[config.mk]
export PLATFORM = sky130hd
export DESIGN_NAME = hzu_issue_ctl
export DESIGN_NICKNAME = d
export VERILOG_FILES = /design/src/rtl/hzu_pkg.sv /design/src/rtl/hzu_busy_table.sv /design/src/rtl/hzu_div_gate.sv /design/src/rtl/hzu_wb_reserve.sv /design/src/rtl/hzu_issue_ctl.sv
export SDC_FILE = /design/constraint.sdc
export NUM_CORES = 1
export LEC_CHECK = 0
export BUFFER_PORTS_ARGS = -buffer_cell sky130_fd_sc_hd__buf_2
export CAP_MARGIN = 20
export CORE_AREA = 5 5 215 217
export CTS_CLUSTER_DIAMETER = 60
export DETAILED_ROUTE_END_ITERATION = 10
export DIE_AREA = 0 0 220 222
export PLACE_DENSITY = 0.68
export REMOVE_ABC_BUFFERS = 1
export SYNTH_ARGS = -nofsm -noshare
export SYNTH_HDL_FRONTEND = slang
export SYNTH_SLANG_ARGS = --single-unit
[constraint.sdc]
create_clock -name clk -period 4.3 [get_ports clk]
set_clock_uncertainty 0.1 [all_clocks]
set_input_delay 0.86 -clock clk [delete_from_list [all_inputs] [get_ports clk]]
set_output_delay 0.86 -clock clk [all_outputs]
set_load 0.01 [all_outputs]
[src/rtl/hzu_pkg.sv]
package hzu_pkg;

  typedef enum logic [2:0] {
    U_ALU  = 3'd0,
    U_LDST = 3'd1,
    U_FADD = 3'd2,
    U_FMUL = 3'd3,
    U_FDIV = 3'd4
  } unit_e;

endpackage

[src/rtl/hzu_busy_table.sv]
// Per-register countdown to the cycle a pending result becomes forwardable.
module hzu_busy_table #(
  parameter int NREG = 64,
  parameter int CW   = 5,
  localparam int AW  = $clog2(NREG)
) (
  input  logic            clk,
  input  logic            rst_n,
  input  logic            set_en,
  input  logic [AW-1:0]   set_idx,
  input  logic [CW-1:0]   set_cnt,
  output logic [NREG-1:0] busy
);

  genvar r;
  generate
    for (r = 0; r < NREG; r++) begin : g_reg
      if (r == 0) begin : g_zero
        assign busy[r] = 1'b0;
      end else begin : g_cnt
        logic [CW-1:0] cnt_q, cnt_d;
        logic          hit, cnt_en;

        always_comb begin
          hit    = set_en && (set_idx == AW'(r));
          cnt_en = hit || (cnt_q != '0);
          cnt_d  = cnt_q;
          if (cnt_q != '0) cnt_d = cnt_q - CW'(1);
          if (hit)         cnt_d = set_cnt;
        end

        always_ff @(posedge clk or negedge rst_n) begin
          if (!rst_n)      cnt_q <= '0;
          else if (cnt_en) cnt_q <= cnt_d;
        end

        assign busy[r] = (cnt_q != '0);
      end
    end
  endgenerate

endmodule

[src/rtl/hzu_div_gate.sv]
// Occupancy counter of the unpipelined divider.
module hzu_div_gate #(
  parameter int DIV_II = 25,
  localparam int CW = (DIV_II > 1) ? $clog2(DIV_II) : 1
) (
  input  logic clk,
  input  logic rst_n,
  input  logic start,
  output logic free
);

  logic [CW-1:0] occ_q, occ_d;
  logic          occ_en;

  always_comb begin
    occ_en = start || (occ_q != '0);
    occ_d  = occ_q;
    if (occ_q != '0) occ_d = occ_q - CW'(1);
    if (start)       occ_d = CW'(DIV_II - 1);
  end

  always_ff @(posedge clk or negedge rst_n) begin
    if (!rst_n)      occ_q <= '0;
    else if (occ_en) occ_q <= occ_d;
  end

  assign free = (occ_q == '0);

endmodule

[src/rtl/hzu_wb_reserve.sv]
// Shift line of booked write-port cycles; bit k = a writeback k cycles ahead.
module hzu_wb_reserve #(
  parameter int DEPTH = 28,
  localparam int RW   = $clog2(DEPTH + 1)
) (
  input  logic          clk,
  input  logic          rst_n,
  input  logic          book,
  input  logic [RW-1:0] slot,
  output logic          taken
);

  logic [DEPTH-1:0] res_q, res_d;

  assign taken = res_q[slot];

  always_comb begin
    res_d = res_q >> 1;
    if (book) res_d[slot - RW'(1)] = 1'b1;
  end

  always_ff @(posedge clk or negedge rst_n) begin
    if (!rst_n) res_q <= '0;
    else        res_q <= res_d;
  end

endmodule

[src/rtl/hzu_issue_ctl.sv]
// Decode-stage interlock: RAW, WAW, divider occupancy and write-port slot.
module hzu_issue_ctl #(
  parameter int NREG     = 64,
  parameter int LAT_ALU  = 0,
  parameter int LAT_LDST = 1,
  parameter int LAT_FADD = 3,
  parameter int LAT_FMUL = 6,
  parameter int LAT_FDIV = 24,
  parameter int DIV_II   = 25,
  parameter int WB_OFF   = 3,
  localparam int AW      = $clog2(NREG)
) (
  input  logic          clk,
  input  logic          rst_n,
  input  logic          dec_valid,
  input  logic [2:0]    dec_unit,
  input  logic          dec_dst_en,
  input  logic [AW-1:0] dec_dst,
  input  logic          dec_src1_en,
  input  logic [AW-1:0] dec_src1,
  input  logic          dec_src2_en,
  input  logic [AW-1:0] dec_src2,
  output logic          stall,
  output logic          issue
);
  import hzu_pkg::*;

  localparam int MX1    = (LAT_FADD > LAT_LDST) ? LAT_FADD : LAT_LDST;
  localparam int MX2    = (LAT_FMUL > MX1) ? LAT_FMUL : MX1;
  localparam int MX3    = (LAT_ALU > MX2) ? LAT_ALU : MX2;
  localparam int MAXLAT = (LAT_FDIV > MX3) ? LAT_FDIV : MX3;
  localparam int CW     = $clog2(MAXLAT + 1);
  localparam int DEPTH  = MAXLAT + WB_OFF + 1;
  localparam int RW     = $clog2(DEPTH + 1);

  logic [NREG-1:0] busy;
  logic [CW-1:0]   lat;
  logic [RW-1:0]   wb_slot;
  logic            div_free, slot_taken;
  logic            raw_hit, waw_hit, div_hit, port_hit, hold;
  logic            fp_dst, is_div;
  logic            set_en, book, div_start;

  always_comb begin
    case (dec_unit)
      U_LDST:  lat = CW'(LAT_LDST);
      U_FADD:  lat = CW'(LAT_FADD);
      U_FMUL:  lat = CW'(LAT_FMUL);
      U_FDIV:  lat = CW'(LAT_FDIV);
      default: lat = CW'(LAT_ALU);
    endcase
  end

  always_comb begin
    fp_dst   = dec_dst[AW-1];
    is_div   = (dec_unit == U_FDIV);
    wb_slot  = RW'(lat) + RW'(WB_OFF);
    raw_hit  = (dec_src1_en && busy[dec_src1]) || (dec_src2_en && busy[dec_src2]);
    waw_hit  = dec_dst_en && busy[dec_dst];
    div_hit  = is_div && !div_free;
    port_hit = dec_dst_en && fp_dst && slot_taken;
    hold     = raw_hit || waw_hit || div_hit || port_hit;
    stall    = dec_valid && hold;
    issue    = dec_valid && !hold;
    set_en    = issue && dec_dst_en && (dec_dst != '0) && (lat != '0);
    book      = issue && dec_dst_en && fp_dst;
    div_start = issue && is_div;
  end

  hzu_busy_table #(.NREG(NREG), .CW(CW)) u_busy (
    .clk     (clk),
    .rst_n   (rst_n),
    .set_en  (set_en),
    .set_idx (dec_dst),
    .set_cnt (lat),
    .busy    (busy)
  );

  hzu_div_gate #(.DIV_II(DIV_II)) u_div (
    .clk   (clk),
    .rst_n (rst_n),
    .start (div_start),
    .free  (div_free)
  );

  hzu_wb_reserve #(.DEPTH(DEPTH)) u_wbres (
    .clk   (clk),
    .rst_n (rst_n),
    .book  (book),
    .slot  (wb_slot),
    .taken (slot_taken)
  );

endmodule

==> qor.tcl <==
set qor(fin_nets) 2640
set qor(route.antenna.remaining_nets) 0
set qor(routed_wirelength_um) 65700
set qor(p_switching_w) 0.00704
set qor(cell_internal_pwr_w) 0.0107
set qor(fillers) 3874
set qor(final_hold_viol_count) 0
set qor(drc) 0
set qor(layout-drive-gt1-share_pct) 19.2
set qor(cts.clk_slew.worst_paths_ns) 0.06
set qor(clock_insertion_delay_worst_skew_ns) 0.57
set qor(reg2regPathDepth) 15
set qor(layout_setup_ws_ns) -0.259
set qor(r2r_path_start) {u_busy.g_reg[36].g_cnt.cnt_q[0]$_DFFE_PN0P_}
set qor(outcome) {finished, violations left}
set qor(floorplan.core_area_um2) 43900
set qor(regToRegEndpoint) {u_busy.g_reg[8].g_cnt.cnt_q[0]$_DFFE_PN0P_}
set qor(netlist-cell-type-count) 68
set qor(iter_0_drt_violations) 1414
set qor(tritoncts) {built}
set qor(placementRows) 77
set qor(combPwrFrac_pct) 44.9
set qor(clock_tree.buffer_depth) 3
set qor(synth_top_cells_by_area) {dfrtp_1 (40%), ha_1 (7.6%), mux2i_1 (6.5%)}
set qor(numPortBuffers) 28
set qor(slowest_stage) {or4b_1}
set qor(global_route.usage.met3_pct) 4.82
set qor(layout_min_cycle_time_ns) 4.56
set qor(switching_share_pct) 39.6
set qor(dp_worst_setup_slack_ns) 0.0152
set qor(sequential_cell_area_um2) 8710
set qor(synth_edf_count) 0
set qor(max_cap_viol_count) 0
set qor(worst_setup_path_end_kind) {output pin}
set qor(maximum_number_of_pins_on_one_net_before_global_route_repair) 99
set qor(crit_start) {u_busy.g_reg[36].g_cnt.cnt_q[0]$_DFFE_PN0P_}
set qor(grt_overflow) 0
set qor(ys_ff_latch) 348
set qor(maxClockFrequency_mhz) 219
set qor(dominantRegCellSynth) {dfrtp_1}
set qor(grt_pass1_vias) 18700
set qor(die_h_um) 222
set qor(synth_commonest_cells) {dfrtp_1 (348), nand2_1 (265), o21ai_0 (227)}
set qor(endpoint) {issue}
set qor(root_buffer) {clkbuf_16}
set qor(final-setup-viol-count) 2
set qor(critical_path_peak_fanout) 7
set qor(globalRouteTotalUtil_pct) 26.7
set qor(die_area_um2) 48800
set qor(timing_max_transition_violations_final) 0
set qor(synthArstFlopShare_pct) 100
set qor(worst_slew_pin_slew_ns) 0.954
set qor(vdd.ir_drop.worst_mv) 0.450
set qor(crit_type) {reg -> out}
set qor(synth_top_area_share_pct) 40.1
set qor(floorplan.initialDensity_pct) 49.5
set qor(worst_path_largest_cell_delay_ns) 0.54
set qor(power-per-cell-area_nw_per_um2) 701
set qor(period_share_pct) 106
set qor(global_route.usage.met1_pct) 35.6
set qor(clock_buffers_created_by_tritoncts) 41
set qor(synth_cells) 2354
set qor(failing_checks) {negative setup slack}
set qor(clock-sinks) 348
set qor(regToRegSetupSlack_ns) 0.16
set qor(synthesis.area_per_instance_um2) 9.24
set qor(synth-seq-area-share_pct) 40.1
set qor(cts_max_level) 2
set qor(die_width_um) 220
set qor(pin_count) 29
set qor(avgViaCountPerCell) 5.94
set qor(finish.utilization_pct) 57.7
set qor(grt_util_met2_pct) 43.5
set qor(grt_setup_unrepaired) {true}
set qor(count_of_synthesis_stage_warnings_from_yosys) 0
set qor(initial_antenna_violation_count) 7
set qor(max-slew-margin-rel_pct) 36.4
set qor(critical_path.startpoint_type) {flip-flop}
set qor(detailedRoute.firstPassIterationCount) 7
set qor(vias) 18400
set qor(yosys.cell_count.top_type) {dfrtp_1}
set qor(worst-endpoint-arrival_ns) 3.60
set qor(globalRoute.busiestLayer) {met2}
set qor(path_class_of_the_lowest_slack_min_delay_path) {in -> async}
set qor(grt_first_pass_wirelength_um) 104000
set qor(yosysTopAreaCell) {dfrtp_1}
set qor(critical_path.cell_chain) {inv_1 > ha_1 > or4b_1 > buf_4 > mux2i_1 > a31oi_1 > a211oi_1 > o211ai_1 > a211oi_4 > nand3_4 > a21oi_4 > buf_6}
set qor(share_seq_of_total_power_pct) 35.9
set qor(netlist_area_um2) 21700
set qor(cp_data_required_time_ns) 3.34
set qor(power_leakage_nw) 10.9
set qor(total_area_of_multi_input_combinational_cells_um2) 12300
set qor(synthToLayoutAreaGrowth_pct) 16.7
set qor(post_drt_wl_per_cell_um) 21.1
set qor(hpwlAfterDp_um) 46900
set qor(gpl.final_weighted_congestion) 0.979
set qor(power_frac_clock_pct) 19.3
set qor(total_power_w) 0.0178
==> worst min path at each step <==
stage                     cells past startpoint                                          to
after CTS                                     0                 u_wbres.res_q[20]$_DFF_PN0_
after detailed placement                      0                 u_wbres.res_q[22]$_DFF_PN0_
after global placement                        0                 u_wbres.res_q[18]$_DFF_PN0_
after global routing                          0                 u_wbres.res_q[17]$_DFF_PN0_
after floorplan                               0                 u_wbres.res_q[16]$_DFF_PN0_
final                                         1  u_busy.g_reg[9].g_cnt.cnt_q[0]$_DFFE_PN0P_
==> layout by cell type, fill, tap and decap left out, types with 17 or more instances in the layout <==
cell,instances
dfrtp_1,348
nand2_1,264
o21ai_0,226
buf_4,184
nor2_1,151
nor3_1,143
mux2i_1,141
ha_1,113
inv_1,104
a21oi_1,91
xor2_1,89
xnor2_1,89
o22ai_1,44
or4b_4,42
clkbuf_16,41
nand4_1,32
inv_2,31
buf_2,25
mux4_2,21
nor2b_1,19
a31o_2,19
nor4b_1,17
==> final cells by class <==
type | count | share of cell area (%)
Multi-Input combinational cell | 1728 | 48.7
Clock inverter | 21 | 0.848
Timing Repair Buffer | 224 | 6.83
Tap cell | 592 | 2.92
Clock buffer | 52 | 4.33
Inverter | 138 | 2.04
Antenna cell | 3 | 0.0296
Sequential cell | 348 | 34.3
==> flip-flops by register name (all words and copies together), names as in the netlist <==
name                  flops
u_busy.g.g_cnt.cnt_q    315
u_div.occ_q               5
u_wbres.res_q            28
==> layer usage <==
metal  wire (um)  part of all wire, %
met5          55                0.084
met4        2480                  3.8
met3        4240                  6.5
met1       27700                   42
met2       31100                   47
==> critical path, delay by kind of cell (launching register included) <==
family                     cells  cell delay [ns]
muxes                          1             0.24
buffers and inverters          3             0.44
adders and majority gates      1             0.18
AOI/OAI and AO/OA              5             1.09
and+or+nand+nor                2             0.69
DFF                            1             0.40
==> kinds of logic after synthesis <==
kind of cell	after synthesis	share of synthesized area, %
buffers and inverters	278	4.87
muxes	169	9.02
AOI/OAI and AO/OA	460	12.1
DFF	348	40.1
adders and majority gates	132	7.60
and+or+nand+nor	789	19.1
xor gates and xnor gates	178	7.17
==> metrics by stage <==
stage                     cells  hold slack [ns]  area, um2  TNS [ns]
final                      3106            0.249      25400    -0.477
after global routing       3106            0.262      25400    -0.632
after CTS                  3097            0.255      25200    -0.463
after detailed placement   2986            0.236      23300         0
after global placement     2986            0.235      23300         0
after floorplan            2214            0.231      21200   -267.49
==> power groups by stage <==
stage               sequential (W)  clock (W)  combinational [W]
finish                     0.00637    0.00342            0.00798
global route               0.00657    0.00361            0.00910
CTS                        0.00629    0.00348            0.00782
detailed placement         0.00631          0            0.00731
global placement           0.00623          0            0.00693
floorplan                  0.00599          0            0.00553
==> repair_timing <==
item,CTS,global route
pin swaps,6,10
resized for setup,78,49
buffers inserted,38,6
setup endpoints to repair,3,13
hold buffers,0,0
hold endpoints to repair,0,0
Power figures use the tool's default switching activity.
